==> config.mk <==
export PLATFORM = sky130hd
export DESIGN_NAME = rtc_calendar_core
export DESIGN_NICKNAME = d
export VERILOG_FILES = /design/src/rtl/rtc_cal_pkg.sv /design/src/rtl/rtc_advance.sv /design/src/rtl/rtc_alarm_match.sv /design/src/rtl/rtc_calendar_core.sv
export SDC_FILE = /design/constraint.sdc
export NUM_CORES = 1
export LEC_CHECK = 0
export BUFFER_PORTS_ARGS = -buffer_cell sky130_fd_sc_hd__clkbuf_2
export CAP_MARGIN = 20
export CORE_MARGIN = 2
export CORE_UTILIZATION = 55
export CTS_CLUSTER_DIAMETER = 60
export CTS_CLUSTER_SIZE = 8
export DETAILED_ROUTE_END_ITERATION = 6
export PLACE_DENSITY = 0.71
export SLEW_MARGIN = 5
export SYNTH_ARGS = -nofsm -noshare
export SYNTH_HDL_FRONTEND = slang
export SYNTH_HIERARCHICAL = 1
export SYNTH_SLANG_ARGS = --single-unit
==> constraint.sdc <==
create_clock -name clk -period 17.2 [get_ports clk]
set_input_delay 0 -clock clk [delete_from_list [all_inputs] [get_ports clk]]
set_output_delay 0 -clock clk [all_outputs]
set_load 0.03 [all_outputs]
==> src/rtl/rtc_cal_pkg.sv <==
package rtc_cal_pkg;

   typedef struct packed {
      logic [7:0] sec;
      logic [7:0] min;
      logic [7:0] hr;
      logic [7:0] dow;
      logic [7:0] date;
      logic [7:0] mon;
      logic [7:0] yr;
   } rtc_time_t;

   localparam int NUM_ALARM = 3;

   // field in chosen format -> binary 0..99
   function automatic logic [6:0] fld_dec(input logic [7:0] v, input logic bin);
      if (bin) return v[6:0];
      return 7'(int'(v[7:4]) * 10 + int'(v[3:0]));
   endfunction

   // binary 0..99 -> field in chosen format
   function automatic logic [7:0] fld_enc(input logic [6:0] n, input logic bin);
      if (bin) return {1'b0, n};
      return {4'(n / 7'd10), 4'(n % 7'd10)};
   endfunction

   function automatic logic [6:0] month_days(input logic [6:0] mon, input logic [6:0] yr);
      case (mon)
         7'd2:                       return (yr[1:0] == 2'b00) ? 7'd29 : 7'd28;
         7'd4, 7'd6, 7'd9, 7'd11:    return 7'd30;
         default:                    return 7'd31;
      endcase
   endfunction

endpackage

==> src/rtl/rtc_advance.sv <==
module rtc_advance
   import rtc_cal_pkg::*;
(
   input  rtc_time_t cur,
   input  logic      bin,
   input  logic      h24,
   output rtc_time_t nxt
);
   logic [6:0] s, m, h, h12, d, mo, y, t12;
   logic       c_min, c_hr, c_day, c_mon, c_yr, pm;

   always_comb begin
      s  = fld_dec(cur.sec, bin);
      m  = fld_dec(cur.min, bin);
      d  = fld_dec(cur.date, bin);
      mo = fld_dec(cur.mon, bin);
      y  = fld_dec(cur.yr, bin);
      h12 = fld_dec({1'b0, cur.hr[6:0]}, bin);
      if (h24) h = fld_dec(cur.hr, bin);
      else     h = ((h12 == 7'd12) ? 7'd0 : h12) + (cur.hr[7] ? 7'd12 : 7'd0);

      c_min = (s == 7'd59);
      s     = c_min ? 7'd0 : s + 7'd1;
      c_hr  = c_min && (m == 7'd59);
      if (c_min) m = (m == 7'd59) ? 7'd0 : m + 7'd1;
      c_day = c_hr && (h >= 7'd23);
      if (c_hr) h = (h >= 7'd23) ? 7'd0 : h + 7'd1;
      c_mon = c_day && (d >= month_days(mo, y));
      if (c_day) d = c_mon ? 7'd1 : d + 7'd1;
      c_yr  = c_mon && (mo >= 7'd12);
      if (c_mon) mo = c_yr ? 7'd1 : mo + 7'd1;
      if (c_yr)  y  = (y >= 7'd99) ? 7'd0 : y + 7'd1;

      nxt.sec  = fld_enc(s, bin);
      nxt.min  = fld_enc(m, bin);
      nxt.date = fld_enc(d, bin);
      nxt.mon  = fld_enc(mo, bin);
      nxt.yr   = fld_enc(y, bin);
      nxt.dow  = c_day ? ((cur.dow >= 8'd7) ? 8'd1 : cur.dow + 8'd1) : cur.dow;

      pm  = (h >= 7'd12);
      t12 = pm ? h - 7'd12 : h;
      if (t12 == 7'd0) t12 = 7'd12;
      if (h24) nxt.hr = fld_enc(h, bin);
      else     nxt.hr = fld_enc(t12, bin) | {pm, 7'd0};
   end
endmodule

==> src/rtl/rtc_alarm_match.sv <==
module rtc_alarm_match #(
   parameter int NF = 3,
   parameter int W  = 8
) (
   input  logic [NF-1:0][W-1:0] alm,
   input  logic [NF-1:0][W-1:0] val,
   output logic                 hit
);
   logic [NF-1:0] fld_ok;

   for (genvar i = 0; i < NF; i++) begin : g_fld
      assign fld_ok[i] = (alm[i][W-1:W-2] == 2'b11) || (alm[i] == val[i]);
   end

   assign hit = &fld_ok;
endmodule

==> src/rtl/rtc_calendar_core.sv <==
module rtc_calendar_core
   import rtc_cal_pkg::*;
#(
   parameter int DATA_W = 8,
   parameter int ADDR_W = 4
) (
   input  logic              clk,
   input  logic              rst_n,
   input  logic              tick,
   input  logic              freeze,
   input  logic              mode_binary,
   input  logic              mode_24h,
   input  logic [ADDR_W-1:0] addr,
   input  logic              wr_en,
   input  logic [DATA_W-1:0] wr_data,
   output logic [DATA_W-1:0] rd_data,
   output logic              busy,
   output logic              upd_done,
   output logic              alarm_hit
);
   localparam int NREG = 10;

   if (DATA_W != 8) begin : g_bad_w
      $error("rtc_calendar_core: DATA_W must be 8");
   end
   if ((1 << ADDR_W) < NREG) begin : g_bad_a
      $error("rtc_calendar_core: ADDR_W too small for register map");
   end

   rtc_time_t                    tm_q, tm_nxt;
   logic [NUM_ALARM-1:0][7:0]    alm_q;
   logic                         busy_q, upd_q, hit_q, hit_nxt;

   rtc_advance u_adv (
      .cur (tm_q),
      .bin (mode_binary),
      .h24 (mode_24h),
      .nxt (tm_nxt)
   );

   rtc_alarm_match #(.NF(NUM_ALARM), .W(8)) u_alm (
      .alm (alm_q),
      .val ({tm_nxt.hr, tm_nxt.min, tm_nxt.sec}),
      .hit (hit_nxt)
   );

   always_ff @(posedge clk or negedge rst_n) begin
      if (!rst_n) begin
         tm_q   <= '{sec: 8'h00, min: 8'h00, hr: 8'h00, dow: 8'h01,
                     date: 8'h01, mon: 8'h01, yr: 8'h00};
         alm_q  <= '0;
         busy_q <= 1'b0;
         upd_q  <= 1'b0;
         hit_q  <= 1'b0;
      end else begin
         upd_q <= 1'b0;
         hit_q <= 1'b0;
         if (busy_q) begin
            tm_q   <= tm_nxt;
            busy_q <= 1'b0;
            upd_q  <= 1'b1;
            hit_q  <= hit_nxt;
         end else begin
            if (tick && !freeze) busy_q <= 1'b1;
            if (wr_en) begin
               case (addr)
                  ADDR_W'(0): tm_q.sec  <= wr_data;
                  ADDR_W'(1): alm_q[0]  <= wr_data;
                  ADDR_W'(2): tm_q.min  <= wr_data;
                  ADDR_W'(3): alm_q[1]  <= wr_data;
                  ADDR_W'(4): tm_q.hr   <= wr_data;
                  ADDR_W'(5): alm_q[2]  <= wr_data;
                  ADDR_W'(6): tm_q.dow  <= wr_data;
                  ADDR_W'(7): tm_q.date <= wr_data;
                  ADDR_W'(8): tm_q.mon  <= wr_data;
                  ADDR_W'(9): tm_q.yr   <= wr_data;
                  default: ;
               endcase
            end
         end
      end
   end

   always_comb begin
      case (addr)
         ADDR_W'(0): rd_data = tm_q.sec;
         ADDR_W'(1): rd_data = alm_q[0];
         ADDR_W'(2): rd_data = tm_q.min;
         ADDR_W'(3): rd_data = alm_q[1];
         ADDR_W'(4): rd_data = tm_q.hr;
         ADDR_W'(5): rd_data = alm_q[2];
         ADDR_W'(6): rd_data = tm_q.dow;
         ADDR_W'(7): rd_data = tm_q.date;
         ADDR_W'(8): rd_data = tm_q.mon;
         ADDR_W'(9): rd_data = tm_q.yr;
         default:    rd_data = '0;
      endcase
   end

   assign busy      = busy_q;
   assign upd_done  = upd_q;
   assign alarm_hit = hit_q;
endmodule

==> impl_metrics.toml <==
[status]
run_status = "finished, final reports clean"

[timing]
final-max-slew-violation-count = 0
setup_violations = 0
fin_tns_setup_ps = 0
relative_slew_margins_pct = 29.56
final.setup_skew_ps = 12.09
final_worst_path_period_need_ps = 12080
worst-slew-pin-transition_ps = 1057
grt_setup_unrepaired = "false"
layout_worst_path_cycle_share_pct = 70.26
timing.final.hold_violations = 0
max_clock_freq_mhz = 82.75
final.hold.worst_slack_ps = 174.5

[setup_path]
cp_num_buf_inv = 2
critical-path-top-cell-by-count = "ha_1"
timing.critical_path.fanout_max = 16
critPathKind = "register to register"
reg2reg_setup_slack_ps = 5120
worst_path_max_delay_cell = "a221oi_1"
critPathTopFamily = "compound AO/OA/AOI/OAI gates"
critPathRequiredTime_ps = 17490
critPathMaxStageDelay_ps = 590
worstSetupStartpointType = "register"
crit_path_end_kind = "register"
timing.critical_path.arrival_ps = 12370

[synth]
synth_nets = 1599
synth_largest_type_area_fraction_pct = 17.17
synthesis.instances = 1499
syn_area_um2 = 11660
netlist-cell-type-count = 98
ys_async_sr_fraction_pct = 100.0
avgSynthCellArea_um2 = 7.778
yosys_most_used_dff = "dfrtp_1"
synth_warnings = 6
netlist_top_cells_area = "dfrtp_1 (17%), mux2i_1 (7.9%), ha_1 (7.3%)"
synth-edff-count = 0
top_cell_type_by_total_area_after_synthesis = "dfrtp_1"
yosysSeqAreaShare_pct = 17.85
ys_ff_latch = 83

[final_layout]
layout.area.seq_um2 = 2085
multi_input_area_um2 = 9007
fin_area_um2 = 12190
drive_above_1_share_pct = 9.803
num-fill-cells = 1915
antenna-diode-count = 0
synthToLayoutAreaGrowth_pct = 4.549
nNetsFinal = 1564

[die]
boundaryPins = 30
initial_core_utilization_pct = 55.82
floorplan.die_area_um2 = 22380
fp.dieW_um = 149.6
rows = 53
design.core.area_um2 = 20890
floorplan.die.height_um = 149.6

[detailed_routing]
detail_route.wirelength_um = 35690
drt_first_iter_violations = 1255
drt_pass1_iterations = 6
number_of_vias_per_cell = 6.697
avgRoutedWirePerCell_um = 20.46
vias = 11680
drc = 0
antenna_violating_nets_post_route = 0

[clocking]
tritoncts = "done"
cts_root_buffer = "clkbuf_16"
cts_buffer_depth = 2
worst_skew_pair.late_latency_ps = 350
clkSlewWorstSetupHoldPaths_ps = 60
cts_sinks = 83
htreeDepth = 3
cts_repair_resize_count = 0
cts_post_setup_buffers_inserted = 0
ctsHoldBuffers = 4
cts_made_buffers = 9

[global_routing]
grt_overflow = 0
grt.total_usage_pct = 31.72
wire_length_of_the_first_global_routing_pass_um = 56880
grt_antenna_before_repair = 0
first_global_vias = 10450
grt_max_degree = 119

[placement]
place_area_um2 = 11830
port_buffers = 29
gp_congestion = 0.9583
detailedPlacementHpwl_um = 26520

[job]
cap_violations = 0

[min_path]
hold_class = "input port to register"
-- cell usage in the layout (no fill, tap or decap), types with 18 or more instances in the layout --
master	Yosys	routed
nand2_1	173	173
o21ai_0	124	124
nor2_1	106	106
mux2i_1	92	92
dfrtp_1	80	79
a21oi_1	73	73
ha_1	68	68
mux2_2	45	45
nand3_1	41	41
inv_1	40	39
nor3_1	37	37
xor2_1	35	35
xnor2_1	34	34
clkbuf_2	0	27
nor2b_1	22	22
and2_1	22	22
a31oi_1	21	21
a22oi_1	19	19
a21o_1	19	19
o211ai_1	19	19
a211oi_1	18	18
-- per-stage QoR --
step,instances,setup slack [ps],utilization [%]
floorplan,1499,7059,-
global placement,1722,5984,56.63
finish,1744,5116,58.36
CTS,1742,5357,58.20
global route,1744,4188,58.36
detailed placement,1722,5422,56.63
-- cell families (layout without fill, tap and decap cells) --
family / count (synthesis) / after routing / share of synthesized area [%]
simple gates: 520 / 520 / 21.88
compound gates: 466 / 466 / 27.32
mux: 138 / 138 / 12.44
buf+inv: 134 / 104 / 4.904
fa+ha+maj: 86 / 86 / 9.958
flops: 83 / 83 / 17.85
xor+xnor: 72 / 72 / 5.655
-- layout make-up --
class                           instances  area share (%)
Multi-Input combinational cell       1282           73.89
Sequential cell                        83           17.10
Tap cell                              275           2.823
Timing Repair Buffer                   47           2.566
Clock buffer                           11           1.909
Inverter                               41           1.262
Clock inverter                          5          0.4516
-- layer usage --
layer / vias up / wire [µm] / global-route usage, %
met2: 521 / 16150 / 50.25
li1: 5553 / - / -
met1: 5522 / 15570 / 44.37
met3: 84 / 2841 / 4.482
met4: 0 / 1128 / 10.71
met5: - / 0 / 0
-- Yosys cell counts (6+ instances only) --
cell / count
o221ai_1: 8
or2_2: 12
o22ai_1: 9
a32oi_1: 6
buf_2: 19
o21ai_0: 124
nand2_1: 173
a211oi_1: 18
o21a_1: 15
a22o_1: 7
inv_1: 40
a211o_1: 8
a21o_1: 19
a22oi_1: 19
mux2_2: 45
o32ai_1: 11
a21oi_1: 73
xnor2_1: 34
nand4_1: 13
nor2_1: 106
xor2_1: 35
nand3_1: 41
nor2b_1: 22
o211ai_1: 19
o31a_1: 11
clkbuf_1: 61
ha_1: 68
dfrtp_1: 80
and2_1: 22
mux2i_1: 92
and3_1: 16
or4_1: 7
a21boi_0: 8
or3_1: 10
buf_4: 6
o31ai_1: 14
o2111ai_1: 7
nor3_1: 37
fa_1: 13
nand2b_1: 15
a31oi_1: 21
nor4_1: 15
-- registers in the layout, indices dropped and copies added (netlist names) --
signal     flops
upd_done       1
tm_q          56
alarm_hit      1
busy           1
alm_q         24
-- path summary, 6_finish.rpt --
check | startpoint | end | cells past startpoint
max in group asynchronous | rst_n | alm_q[16] | 4
min in group asynchronous | rst_n | tm_q[6] | 3
max | tm_q[36] | alarm_hit | 41
min reg2reg | alm_q[1] | alm_q[1] | 1
max reg2reg | tm_q[36] | alarm_hit | 41
min | wr_data[0] | tm_q[8] | 3
-- worst reg2reg max path: cells and delay by family, from the launching register on --
family	cells	cell delay (ps)
mux	2	510
fa+ha+maj	8	2510
simple gates	8	1900
xor+xnor	3	610
buf+inv	2	370
compound gates	18	5630
flops	1	490
Power is not shown: default switching activity piles up to over one toggle a cycle in this logic, so the estimate is an artifact.
